### src/rtl/enet_mode_pkg.sv
package enet_mode_pkg;

   localparam int FLD_W = 8;

   typedef enum logic [1:0] {
      LB_NONE      = 2'd0,
      LB_EXT       = 2'd1,
      LB_INT_CODEC = 2'd2,
      LB_INT_RAW   = 2'd3
   } lpbk_e;

   typedef struct packed {
      logic       no_fcs;
      logic       fcol;
      logic       one_try;
      logic       codec_byp;
      logic       intl;
      logic       loop_en;
      logic [1:0] psel;
   } mode_t;

   typedef struct packed {
      logic bad;
      logic tp;
      logic aui;
   } port_t;

endpackage

### src/rtl/enet_mode_store.sv
module enet_mode_store
   import enet_mode_pkg::*;
#(
   parameter int ADDR_W   = 4,
   parameter int DATA_W   = 16,
   parameter int REG_ADDR = 0
) (
   input  logic              clk,
   input  logic              rst_n,
   input  logic              soft_rst_i,
   input  logic              stop_i,
   input  logic              wr_en_i,
   input  logic [ADDR_W-1:0] addr_i,
   input  logic [DATA_W-1:0] wdata_i,
   output logic [DATA_W-1:0] rdata_o,
   output mode_t             mode_o
);

   localparam int PAD_W = DATA_W - FLD_W;
   localparam logic [ADDR_W-1:0] HIT_ADDR = ADDR_W'(REG_ADDR);

   logic [FLD_W-1:0] word_q;
   logic             wr_hit;

   assign wr_hit = wr_en_i && stop_i && (addr_i == HIT_ADDR);

   always_ff @(posedge clk or negedge rst_n) begin
      if (!rst_n) begin
         word_q <= '0;
      end else if (soft_rst_i) begin
         word_q <= '0;
      end else if (wr_hit) begin
         word_q <= wdata_i[FLD_W-1:0];
      end
   end

   assign mode_o = mode_t'(word_q);

   generate
      if (PAD_W > 0) begin : g_pad
         assign rdata_o = {{PAD_W{1'b0}}, word_q};
      end else begin : g_nopad
         assign rdata_o = word_q;
      end
   endgenerate

endmodule

### src/rtl/enet_port_dec.sv
module enet_port_dec
   import enet_mode_pkg::*;
(
   input  logic [1:0] psel_i,
   input  logic       auto_sel_i,
   input  logic       link_pass_i,
   output port_t      port_o
);

   always_comb begin
      port_o = '0;
      if (auto_sel_i) begin
         port_o.tp  = link_pass_i;
         port_o.aui = !link_pass_i;
      end else begin
         unique case (psel_i)
            2'b00:   port_o.aui = 1'b1;
            2'b01:   port_o.tp  = 1'b1;
            default: port_o.bad = 1'b1;
         endcase
      end
   end

endmodule

### src/rtl/enet_lpbk_dec.sv
module enet_lpbk_dec
   import enet_mode_pkg::*;
(
   input  logic  loop_en_i,
   input  logic  intl_i,
   input  logic  codec_byp_i,
   input  logic  fcol_i,
   output lpbk_e mode_o,
   output logic  force_col_o
);

   logic internal;

   always_comb begin
      if (!loop_en_i)       mode_o = LB_NONE;
      else if (!intl_i)     mode_o = LB_EXT;
      else if (codec_byp_i) mode_o = LB_INT_RAW;
      else                  mode_o = LB_INT_CODEC;
   end

   assign internal    = (mode_o == LB_INT_RAW) || (mode_o == LB_INT_CODEC);
   assign force_col_o = fcol_i && internal;

endmodule

### src/rtl/enet_tx_policy.sv
module enet_tx_policy #(
   parameter int TRY_MAX = 16,
   parameter int CNT_W   = 6
) (
   input  logic             one_try_i,
   input  logic             no_fcs_i,
   input  logic             sop_i,
   input  logic             add_fcs_i,
   input  logic [CNT_W-1:0] attempts_i,
   output logic [CNT_W-1:0] max_tries_o,
   output logic             retry_err_o,
   output logic             append_fcs_o
);

   localparam logic [CNT_W-1:0] LIM_FULL = CNT_W'(TRY_MAX);
   localparam logic [CNT_W-1:0] LIM_ONE  = CNT_W'(1);

   logic frame_force;

   assign max_tries_o  = one_try_i ? LIM_ONE : LIM_FULL;
   assign retry_err_o  = attempts_i > max_tries_o;
   assign frame_force  = sop_i & add_fcs_i;
   assign append_fcs_o = frame_force | ~no_fcs_i;

endmodule

### src/rtl/enet_mode_ctl.sv
module enet_mode_ctl
   import enet_mode_pkg::*;
#(
   parameter int ADDR_W   = 4,
   parameter int DATA_W   = 16,
   parameter int REG_ADDR = 6,
   parameter int TRY_MAX  = 16,
   localparam int CNT_W   = $clog2(TRY_MAX) + 2
) (
   input  logic              clk,
   input  logic              rst_n,
   input  logic              soft_rst_i,
   input  logic              stop_i,
   input  logic              wr_en_i,
   input  logic [ADDR_W-1:0] addr_i,
   input  logic [DATA_W-1:0] wdata_i,
   output logic [DATA_W-1:0] rdata_o,
   input  logic              auto_sel_i,
   input  logic              link_pass_i,
   input  logic              sop_i,
   input  logic              add_fcs_i,
   input  logic [CNT_W-1:0]  tx_attempts_i,
   output logic              port_aui_o,
   output logic              port_tp_o,
   output logic              port_bad_o,
   output logic [1:0]        lpbk_mode_o,
   output logic              force_col_o,
   output logic [CNT_W-1:0]  max_tries_o,
   output logic              retry_err_o,
   output logic              append_fcs_o
);

   generate
      if (DATA_W < FLD_W) begin : g_bad_data_w
         $error("enet_mode_ctl: DATA_W must hold the mode word");
      end
      if (ADDR_W < 1 || REG_ADDR < 0 || REG_ADDR >= (1 << ADDR_W)) begin : g_bad_addr
         $error("enet_mode_ctl: REG_ADDR does not fit ADDR_W");
      end
      if (TRY_MAX < 2) begin : g_bad_try
         $error("enet_mode_ctl: TRY_MAX must be at least 2");
      end
   endgenerate

   mode_t mode;
   port_t port;
   lpbk_e lmode;

   enet_mode_store #(
      .ADDR_W   (ADDR_W),
      .DATA_W   (DATA_W),
      .REG_ADDR (REG_ADDR)
   ) store_i (
      .clk        (clk),
      .rst_n      (rst_n),
      .soft_rst_i (soft_rst_i),
      .stop_i     (stop_i),
      .wr_en_i    (wr_en_i),
      .addr_i     (addr_i),
      .wdata_i    (wdata_i),
      .rdata_o    (rdata_o),
      .mode_o     (mode)
   );

   enet_port_dec port_i (
      .psel_i      (mode.psel),
      .auto_sel_i  (auto_sel_i),
      .link_pass_i (link_pass_i),
      .port_o      (port)
   );

   enet_lpbk_dec lpbk_i (
      .loop_en_i   (mode.loop_en),
      .intl_i      (mode.intl),
      .codec_byp_i (mode.codec_byp),
      .fcol_i      (mode.fcol),
      .mode_o      (lmode),
      .force_col_o (force_col_o)
   );

   enet_tx_policy #(
      .TRY_MAX (TRY_MAX),
      .CNT_W   (CNT_W)
   ) pol_i (
      .one_try_i    (mode.one_try),
      .no_fcs_i     (mode.no_fcs),
      .sop_i        (sop_i),
      .add_fcs_i    (add_fcs_i),
      .attempts_i   (tx_attempts_i),
      .max_tries_o  (max_tries_o),
      .retry_err_o  (retry_err_o),
      .append_fcs_o (append_fcs_o)
   );

   assign port_aui_o  = port.aui;
   assign port_tp_o   = port.tp;
   assign port_bad_o  = port.bad;
   assign lpbk_mode_o = lmode;

endmodule

### config.mk
export PLATFORM = sky130hd
export DESIGN_NAME = enet_mode_ctl
export DESIGN_NICKNAME = d
export VERILOG_FILES = /design/src/rtl/enet_mode_pkg.sv /design/src/rtl/enet_mode_store.sv /design/src/rtl/enet_port_dec.sv /design/src/rtl/enet_lpbk_dec.sv /design/src/rtl/enet_tx_policy.sv /design/src/rtl/enet_mode_ctl.sv
export SDC_FILE = /design/constraint.sdc
export NUM_CORES = 1
export LEC_CHECK = 0
export BUFFER_PORTS_ARGS = -buffer_cell sky130_fd_sc_hd__buf_2
export CAP_MARGIN = 10
export CORE_MARGIN = 5
export CORE_UTILIZATION = 38
export CTS_CLUSTER_DIAMETER = 100
export DETAILED_ROUTE_END_ITERATION = 8
export PLACE_DENSITY = 0.8
export SYNTH_ARGS = -nofsm -noshare
export SYNTH_HDL_FRONTEND = slang
export SYNTH_SLANG_ARGS = --single-unit
### constraint.sdc
create_clock -name clk -period 2.1 [get_ports clk]
set_input_delay 0.105 -clock clk [delete_from_list [all_inputs] [get_ports clk]]
set_output_delay 0.105 -clock clk [all_outputs]
set_load 0.02 [all_outputs]
==> impl_metrics.tcl, run 1 <==
set metrics [dict create \
    status "finished clean" \
    num_rows 15 \
    synth-edff-count 0 \
    vdd_drop_max_mv 0.244 \
    synthCells 77 \
    fin_ws_ns 0.307 \
    power-per-cell-area_nw_per_um2 412 \
    cp_data_required_time_ns 2.00 \
    cts-htree-levels 1 \
    die_w_um 52.4 \
    grt_pass1_vias 555 \
    slew_viol_final 0 \
    synth_seq_area_share_pct 29.3 \
    clkTransAtPathRegs_ns 0.05 \
    synth.top_cells.by_count "buf_4 (19), nand2b_1 (18), dfrtp_1 (8), mux2i_1 (8), nand2_1 (4)" \
    dp_hpwl_mm 1.23 \
    synthArstFlopShare_pct 100 \
    hold_path_class "in2reg" \
    syn_area_per_cell_um2 8.89 \
    p_leak_nw 0.469 \
    clock_skew_ns 0 \
    placed_area_um2 820 \
    cts_tree "done" \
    rsz0062_at_grt "no" \
    start_kind "flop" \
    synth_warnings 0 \
    r2r-start "store_i.mode_o[5]$_DFFE_PN0P_" \
    viasPerCell 4.19 \
    cts_hold_buf 1 \
    post_cts_buffers 0 \
    clk_path_buf_depth 2 \
    grt_max_degree 17 \
    stdcell_area_um2 852 \
    max_freq_ghz 0.558 \
    drive_gt1_share_pct 40.9 \
    crit_path_end_kind "primary output" \
    crit_start "store_i.mode_o[5]$_DFFE_PN0P_" \
    cp_data_arrival_time_ns 1.69 \
    vias 586 \
    core_area_um2 1730 \
    antenna_found_initial 0 \
    setup_tns_ns 0 \
    final.min_clock_period_ns 1.79 \
    nets 154 \
    cap_viol_max_count 0 \
    path_max_fanout 6 \
    synth_flop_cell "dfrtp_1" \
    hold_start "wdata_i[1]" \
    synth_area_um2 684 \
    area_growth_pct 24.5 \
    firstDrtPassIters 4 \
    start_util_pct 39.6 \
    drt_iter0_markers 1 \
    largest_reg_flops 8 \
    period_share_pct 85.4 \
    cts_resized 0 \
    fillers 177 \
    gr-total-overflow 0 \
    clock_latency_ns 0.25 \
    finalHoldViolCount 0 \
    grt_first_pass_wirelength_mm 2.25 \
    final-setup-viol-count 0 \
    die-area_um2 2750 \
    detail_route.wl_per_cell_um 10.2 \
    crit_type "reg2out" \
    grt_usage_pct 11.0 \
    cts-buffers-inserted 3 \
    yosys.area.top_type "dfrtp_1" \
    cts-root-buf "clkbuf_4" \
    synth_cell_type_count 20 \
    ys_top_cells_by_area "dfrtp_1 (29%), buf_4 (21%), nand2b_1 (16%), mux2i_1 (12%), ha_1 (3.7%)" \
    antenna_cells 0 \
    clock-sinks 8 \
    die_h_um 52.4 \
    ys_seq_elements 8 \
    synth_most_common_cell "buf_4" \
    routed_wirelength_mm 1.43 \
    io_buffers 44 \
    drc 0 \
    antenna_left 0 \
    routabilityCongestion 0.695 \
    io_pins 65 \
    dpl_worst_slack_ns 0.563 \
    yosysTopAreaCellShare_pct 29.3 \
    whs_ns 0.100 \
]
[path summary, 6_finish.rpt]
check	endpoint	slack [ns]	cells after the start
min reg2reg	store_i.mode_o[6]$_DFFE_PN0P_	0.55	2
min	store_i.mode_o[1]$_DFFE_PN0P_	0.10	3
max in group asynchronous	store_i.mode_o[6]$_DFFE_PN0P_	1.69	2
max	retry_err_o	0.31	5
min in group asynchronous	store_i.mode_o[5]$_DFFE_PN0P_	0.23	2
max reg2reg	store_i.mode_o[5]$_DFFE_PN0P_	1.38	2
[cells in the final DEF (no fill, tap or decap)]
cell type	instances
nand2b_1	18
dfrtp_1	8
o21bai_1	1
nand2_1	4
mux2i_1	8
a21boi_0	1
ha_1	2
o21a_1	1
clkbuf_4	3
dlygate4sd3_1	1
nor2_1	2
and2_1	1
buf_2	44
o21ai_0	1
inv_1	3
nor2b_1	1
conb_1	12
a2111oi_0	1
and3_1	2
nor4bb_1	1
[through the flow]
stage | power, mW | util, % | instances
after floorplan | 0.222 | - | 88
after global placement | 0.234 | 47.5 | 136
after detailed placement | 0.237 | 47.5 | 136
after CTS | 0.357 | 49.3 | 140
after global routing | 0.374 | 49.3 | 140
final | 0.351 | 49.3 | 140
[logic make-up (layout without fill, tap and decap cells)]
kind of cell | Yosys count | in the layout | synth area share [%]
AOI/OAI and AO/OA | 5 | 5 | 5.30
muxes | 8 | 8 | 11.7
buffers and inverters | 24 | 51 | 24.7
and+or+nand+nor | 29 | 29 | 24.9
adders and majority gates | 2 | 2 | 3.66
other | 1 | 12 | 0.548
DFF | 8 | 8 | 29.3
[power by group]
part           total, mW  switching [mW]  internal (mW)
sequential         0.156         0.00105          0.155
clock              0.116          0.0503         0.0653
combinational     0.0793          0.0464         0.0329
[area by class of cell]
class	instances	area [um2]	share of cell area, %
Multi-Input combinational cell	56	357	41.9
Timing Repair Buffer	45	230	27.0
Sequential cell	8	200	23.5
Tap cell	25	31.3	3.67
Clock buffer	3	22.5	2.64
Inverter	3	11.3	1.32
[per-layer routing]
metal	up-vias	wire length [um]	track usage, %
met1	259	495	11.6
met2	32	763	19.2
li1	293	-	-
met4	0	8	2.55
met3	2	157	5.41
met5	-	0	0
[worst max-delay path: stages, from the launching register on]
cell,delay (ns)
dfrtp_1,0.43
ha_1,0.22
nand2b_1,0.14
a2111oi_0,0.39
o21bai_1,0.09
buf_2,0.16
(Power assumes the default switching activity.)
==> run 2: changes to the inputs <==
--- a/config.mk
+++ b/config.mk
@@ -7,11 +7,11 @@
 export LEC_CHECK = 0
 export BUFFER_PORTS_ARGS = -buffer_cell sky130_fd_sc_hd__buf_2
 export CAP_MARGIN = 10
-export CORE_MARGIN = 5
 export CORE_UTILIZATION = 38
 export CTS_CLUSTER_DIAMETER = 100
 export DETAILED_ROUTE_END_ITERATION = 8
 export PLACE_DENSITY = 0.8
+export SLEW_MARGIN = 5
 export SYNTH_ARGS = -nofsm -noshare
 export SYNTH_HDL_FRONTEND = slang
 export SYNTH_SLANG_ARGS = --single-unit
==> run 2 against run 1 <==
  * Via count rose by 1.0%
  * Sequential power barely moved
  * First-iteration DRC count rose to 5.0 times the previous value
  * Sequential share of layout area barely moved
  * Combinational power fell by 1%
  * Largest power group unchanged
  * Global-route usage rose by 3.3 points
  * Register-to-register slack barely moved
  * Flip-flop and latch count did not move
  * Routed wire length fell by 14%
  * Hold slack got worse by 0.0082 ns
==> impl_metrics.tcl, run 2 (synthesis results as in run 1) <==
set metrics [dict create \
    status "finished clean" \
    cts_tree "done" \
    vdd_drop_max_mv 0.273 \
    fin_ws_ns 0.331 \
    drt_iter0_markers 5 \
    detail_route.wl_per_cell_um 8.85 \
    viasPerCell 4.26 \
    placed_area_um2 818 \
    die_h_um 44.4 \
    cp_cell_sequence "ha_1 > nand2b_1 > a2111oi_0 > o21bai_1 > buf_2" \
    grt_pass1_vias 502 \
    hold_depth 3 \
    crit_path_max_incr_delay_ns 0.42 \
    crit_path_end_kind "primary output" \
    p_comb_share_pct 22.1 \
    clk_path_buf_depth 2 \
    num_rows 14 \
    grt_first_pass_wirelength_mm 1.99 \
    critPathSlowestCell "dfrtp_1" \
    final_cells 139 \
    clkTransAtPathRegs_ns 0.06 \
    slew_viol_final 0 \
    period_share_pct 84.3 \
    stdcell_area_um2 851 \
    drive_gt1_share_pct 40.9 \
    holdPathEnd "store_i.mode_o[1]$_DFFE_PN0P_" \
    layout_common_cells "buf_2 (44), nand2b_1 (18), conb_1 (12), mux2i_1 (8), dfrtp_1 (8)" \
    die-area_um2 1970 \
    routabilityCongestion 0.587 \
    io_buffers 44 \
    hold_start "wdata_i[1]" \
    cp_top_family "compound AO/OA/AOI/OAI gates" \
    cap_viol_max_count 0 \
    antenna_left 0 \
    pwr-share-seq_pct 44.1 \
    r2r-start "store_i.mode_o[5]$_DFFE_PN0P_" \
    p_sw_mw 0.101 \
    path_max_fanout 6 \
    gr-total-overflow 0 \
    r2r_slack_ns 1.38 \
    dpl_worst_slack_ns 0.586 \
    cts-htree-levels 1 \
    core_area_um2 1590 \
    clock-sinks 8 \
    sw_frac_of_total_pct 28.5 \
    drc 0 \
    p_int_mw 0.254 \
    cp_data_arrival_time_ns 1.66 \
    p_leak_nw 0.469 \
    routed_wirelength_mm 1.23 \
    dp_hpwl_mm 1.01 \
    final-setup-viol-count 0 \
    cts-buffers-inserted 3 \
    p_clk_share_pct 33.9 \
    antenna_cells 0 \
    r2r_end "store_i.mode_o[5]$_DFFE_PN0P_" \
    max_freq_ghz 0.565 \
    setup_tns_ns 0 \
    io_pins 65 \
    nets 154 \
    rsz0062_at_grt "no" \
    hold_path_class "in2reg" \
    critPathBufInv 1 \
    antenna_found_initial 0 \
    die_w_um 44.4 \
    dp.cells 135 \
    cp_data_required_time_ns 2.00 \
    power-per-cell-area_nw_per_um2 417 \
    largest_reg_flops 8 \
    final_common_cell "buf_2" \
    start_kind "flop" \
    totalPowerFinal_mw 0.355 \
    crit_type "reg2out" \
    cts-root-buf "clkbuf_4" \
    cts_resized 0 \
    grt_max_degree 17 \
    final.min_clock_period_ns 1.77 \
    clock_latency_ns 0.26 \
    grt_usage_pct 14.3 \
    vias 592 \
    finalHoldViolCount 0 \
    start_util_pct 42.9 \
    clock_skew_ns 0 \
    firstDrtPassIters 3 \
    r2r_cells 2 \
    area_growth_pct 24.3 \
]
[run 2: area by class of cell]
cell class	count	area, um2
fill	158	743
multi-input combinational	56	357
timing repair buffer	45	230
sequential	8	200
tap	24	30.0
clock buffer	3	22.5
inverter	3	11.3
[run 2: timing repair]
item	CTS	global route
buffers inserted	0	0
hold buffers	1	0
hold endpoints to repair	8	0
[run 2: how the worst max path moves through the flow]
stage	slack, ns	depth (start not counted)	from	endpoint
finish	0.33	5	store_i.mode_o[5]$_DFFE_PN0P_	retry_err_o
CTS	0.31	5	store_i.mode_o[5]$_DFFE_PN0P_	retry_err_o
floorplan	0.69	4	store_i.mode_o[5]$_DFFE_PN0P_	retry_err_o
global placement	0.61	5	store_i.mode_o[5]$_DFFE_PN0P_	retry_err_o
detailed placement	0.59	5	store_i.mode_o[5]$_DFFE_PN0P_	retry_err_o
global route	0.17	5	store_i.mode_o[5]$_DFFE_PN0P_	retry_err_o
[run 2: tightest hold or removal path, delay by kind of cell]
family                 cells  cell delay [ns]
muxes                      1             0.06
buffers and inverters      1             0.09
and+or+nand+nor            1             0.05
[run 2: metrics by stage]
| step | utilization [%] | hold WS, ns |
|---|---|---|
| final | 53.4 | 0.0918 |
| after global routing | 53.4 | 0.0973 |
| after CTS | 53.4 | 0.0803 |
| after detailed placement | 51.3 | -0.0360 |
| after global placement | 51.3 | -0.0445 |
| after floorplan | - | -0.191 |
[run 2: power groups by stage]
stage / sequential (mW) / combinational (mW) / clock (mW)
2_1_floorplan: 0.159 / 0.0624 / 0
3_3_place_gp: 0.159 / 0.0751 / 0
3_5_place_dp: 0.159 / 0.0776 / 0
4_1_cts: 0.156 / 0.0791 / 0.129
5_1_grt: 0.156 / 0.0868 / 0.135
6_report: 0.156 / 0.0782 / 0.120
[run 2: metal layers]
| layer | GRT usage [%] | wire (um) |
|---|---|---|
| met2 | 25.6 | 657 |
| met3 | 5.31 | 84 |
| met5 | 0 | 0 |
| met4 | 7.27 | 24 |
| met1 | 14.4 | 463 |
==> run 3: changes to the inputs <==
--- a/config.mk
+++ b/config.mk
@@ -7,10 +7,11 @@
 export LEC_CHECK = 0
 export BUFFER_PORTS_ARGS = -buffer_cell sky130_fd_sc_hd__buf_2
 export CAP_MARGIN = 10
-export CORE_UTILIZATION = 38
+export CORE_ASPECT_RATIO = 0.7
+export CORE_UTILIZATION = 36
 export CTS_CLUSTER_DIAMETER = 100
 export DETAILED_ROUTE_END_ITERATION = 8
-export PLACE_DENSITY = 0.8
+export PLACE_DENSITY = 0.76
 export SLEW_MARGIN = 5
 export SYNTH_ARGS = -nofsm -noshare
 export SYNTH_HDL_FRONTEND = slang
==> constraint.sdc (replaced) <==
create_clock -name clk -period 1.7 [get_ports clk]
set_input_delay 0.085 -clock clk [delete_from_list [all_inputs] [get_ports clk]]
set_output_delay 0.085 -clock clk [all_outputs]
set_load 0.02 [all_outputs]
==> run 3 against run 2 <==
  * The run now ends with setup timing left
  * Final area increased by 7.8%
  * Hold slack got worse by 0.013 ns
  * Count of clock-buffer cells in the layout unchanged
  * Power increased by 26%
  * Register-to-register slack got worse by 0.54 ns
  * Sequential share of layout area decreased by 1.6 points
  * Setup slack got worse by 0.39 ns
==> impl_metrics.tcl, run 3 (synthesis results as in run 1) <==
set metrics [dict create \
    status "finished, violations left" \
    violations "setup timing" \
    clock-sinks 8 \
    clock_skew_ns 0 \
    cp_data_arrival_time_ns 1.68 \
    cts-root-buf "clkbuf_4" \
    stdcell_area_um2 917 \
    drc 0 \
    io_buffers 44 \
    grt_first_pass_wirelength_mm 2.09 \
    clk_path_buf_depth 2 \
    path_max_fanout 4 \
    clkTransAtPathRegs_ns 0.05 \
    antenna_found_initial 0 \
    period_share_pct 104 \
    dp.cells 132 \
    io_pins 65 \
    num_rows 12 \
    r2r_slack_ns 0.84 \
    area_growth_pct 34.0 \
    routabilityCongestion 0.711 \
    largest_reg_flops 8 \
    clock_latency_ns 0.25 \
    cp_data_required_time_ns 1.62 \
    antenna_left 0 \
    finish.utilization_pct 54.5 \
    layout_common_cells "buf_2 (43), nand2b_1 (18), conb_1 (12), mux2i_1 (8), dfrtp_1 (7)" \
    viasPerCell 4.32 \
    final_common_cell "buf_2" \
    p_leak_nw 0.483 \
    fillers 181 \
    grt_pass1_vias 520 \
    grt_usage_pct 15.2 \
    crit_type "reg2out" \
    grt_max_degree 17 \
    cts-htree-levels 1 \
    whs_ns 0.0784 \
    nets 156 \
    crit_path_end_kind "primary output" \
    die_h_um 38.5 \
    final_cells 138 \
    die-area_um2 2080 \
    vias 596 \
    die_w_um 54.1 \
    power-per-cell-area_nw_per_um2 487 \
    finalHoldViolCount 0 \
    rsz0062_at_grt "yes" \
    totalPowerFinal_mw 0.446 \
    final-setup-viol-count 1 \
    vdd_drop_max_mv 0.368 \
    core_area_um2 1680 \
    drive_gt1_share_pct 46.2 \
    final.min_clock_period_ns 1.76 \
    detail_route.wl_per_cell_um 10.4 \
    placed_area_um2 815 \
    cts_tree "done" \
    gr-total-overflow 0 \
    cap_viol_max_count 0 \
    antenna_cells 0 \
    cts-buffers-inserted 3 \
    max_freq_ghz 0.567 \
    hold_path_class "in2reg" \
    firstDrtPassIters 3 \
    start_util_pct 40.7 \
    dp_hpwl_mm 1.09 \
    start_kind "flop" \
    fin_ws_ns -0.0635 \
    slew_viol_final 0 \
    routed_wirelength_mm 1.44 \
    drt_iter0_markers 6 \
]
[run 3: cell types whose count changed in the layout (fill, tap and decap cells not counted), sizes merged]
cell and change:
buf +2
[run 3: report_power, final]
group          internal (mW)  total [mW]  switching, mW
clock                 0.0806       0.143         0.0624
combinational         0.0465       0.110         0.0635
sequential             0.192       0.193        0.00143
[run 3: what timing repair did]
item / 4_1_cts / 5_1_grt
pin swaps: 0 / 4
setup endpoints to repair: 1 / 1
buffers inserted: 2 / 0
hold buffers: 1 / 0
hold endpoints to repair: 8 / 0
gates resized for setup: 2 / 7
[run 3: routing by layer]
metal  up-vias  wire [um]  track usage [%]
li1        296          -                -
met1       269        529             13.2
met2        29        774             29.0
met3         2        118             6.35
met4         0         15             8.97
met5         -          0                0
[run 3: cell type report]
class                      count  area, um2  area share, %
clock buffer                   3       22.5           2.46
multi-input combinational     56        408           44.5
timing repair buffer          47        248           27.0
tap                           21       26.3           2.86
sequential                     8        201           22.0
inverter                       3       11.3           1.23
[run 3: worst max-delay path, stage by stage (launching register included)]
cell and delay (ns):
dfrtp_2 0.45, ha_4 0.30, nand2_4 0.05, a2111oi_4 0.35
o21bai_1 0.11, buf_4 0.16
[run 3: stage by stage]
step / worst slack [ns] / TNS [ns]
floorplan: 0.306 / 0
global placement: 0.221 / 0
detailed placement: 0.196 / 0
CTS: -0.00408 / -0.00408
global route: -0.113 / -0.113
finish: -0.0635 / -0.0635
[run 3: worst paths after layout]
path | startpoint | to | depth (start not counted)
min | wdata_i[5] | store_i.mode_o[5]$_DFFE_PN0P_ | 3
min reg2reg | store_i.mode_o[6]$_DFFE_PN0P_ | store_i.mode_o[6]$_DFFE_PN0P_ | 2
min in group asynchronous | rst_n | store_i.mode_o[4]$_DFFE_PN0P_ | 2
max in group asynchronous | rst_n | store_i.mode_o[5]$_DFFE_PN0P_ | 2
max | store_i.mode_o[5]$_DFFE_PN0P_ | retry_err_o | 5
max reg2reg | store_i.mode_o[5]$_DFFE_PN0P_ | store_i.mode_o[5]$_DFFE_PN0P_ | 3
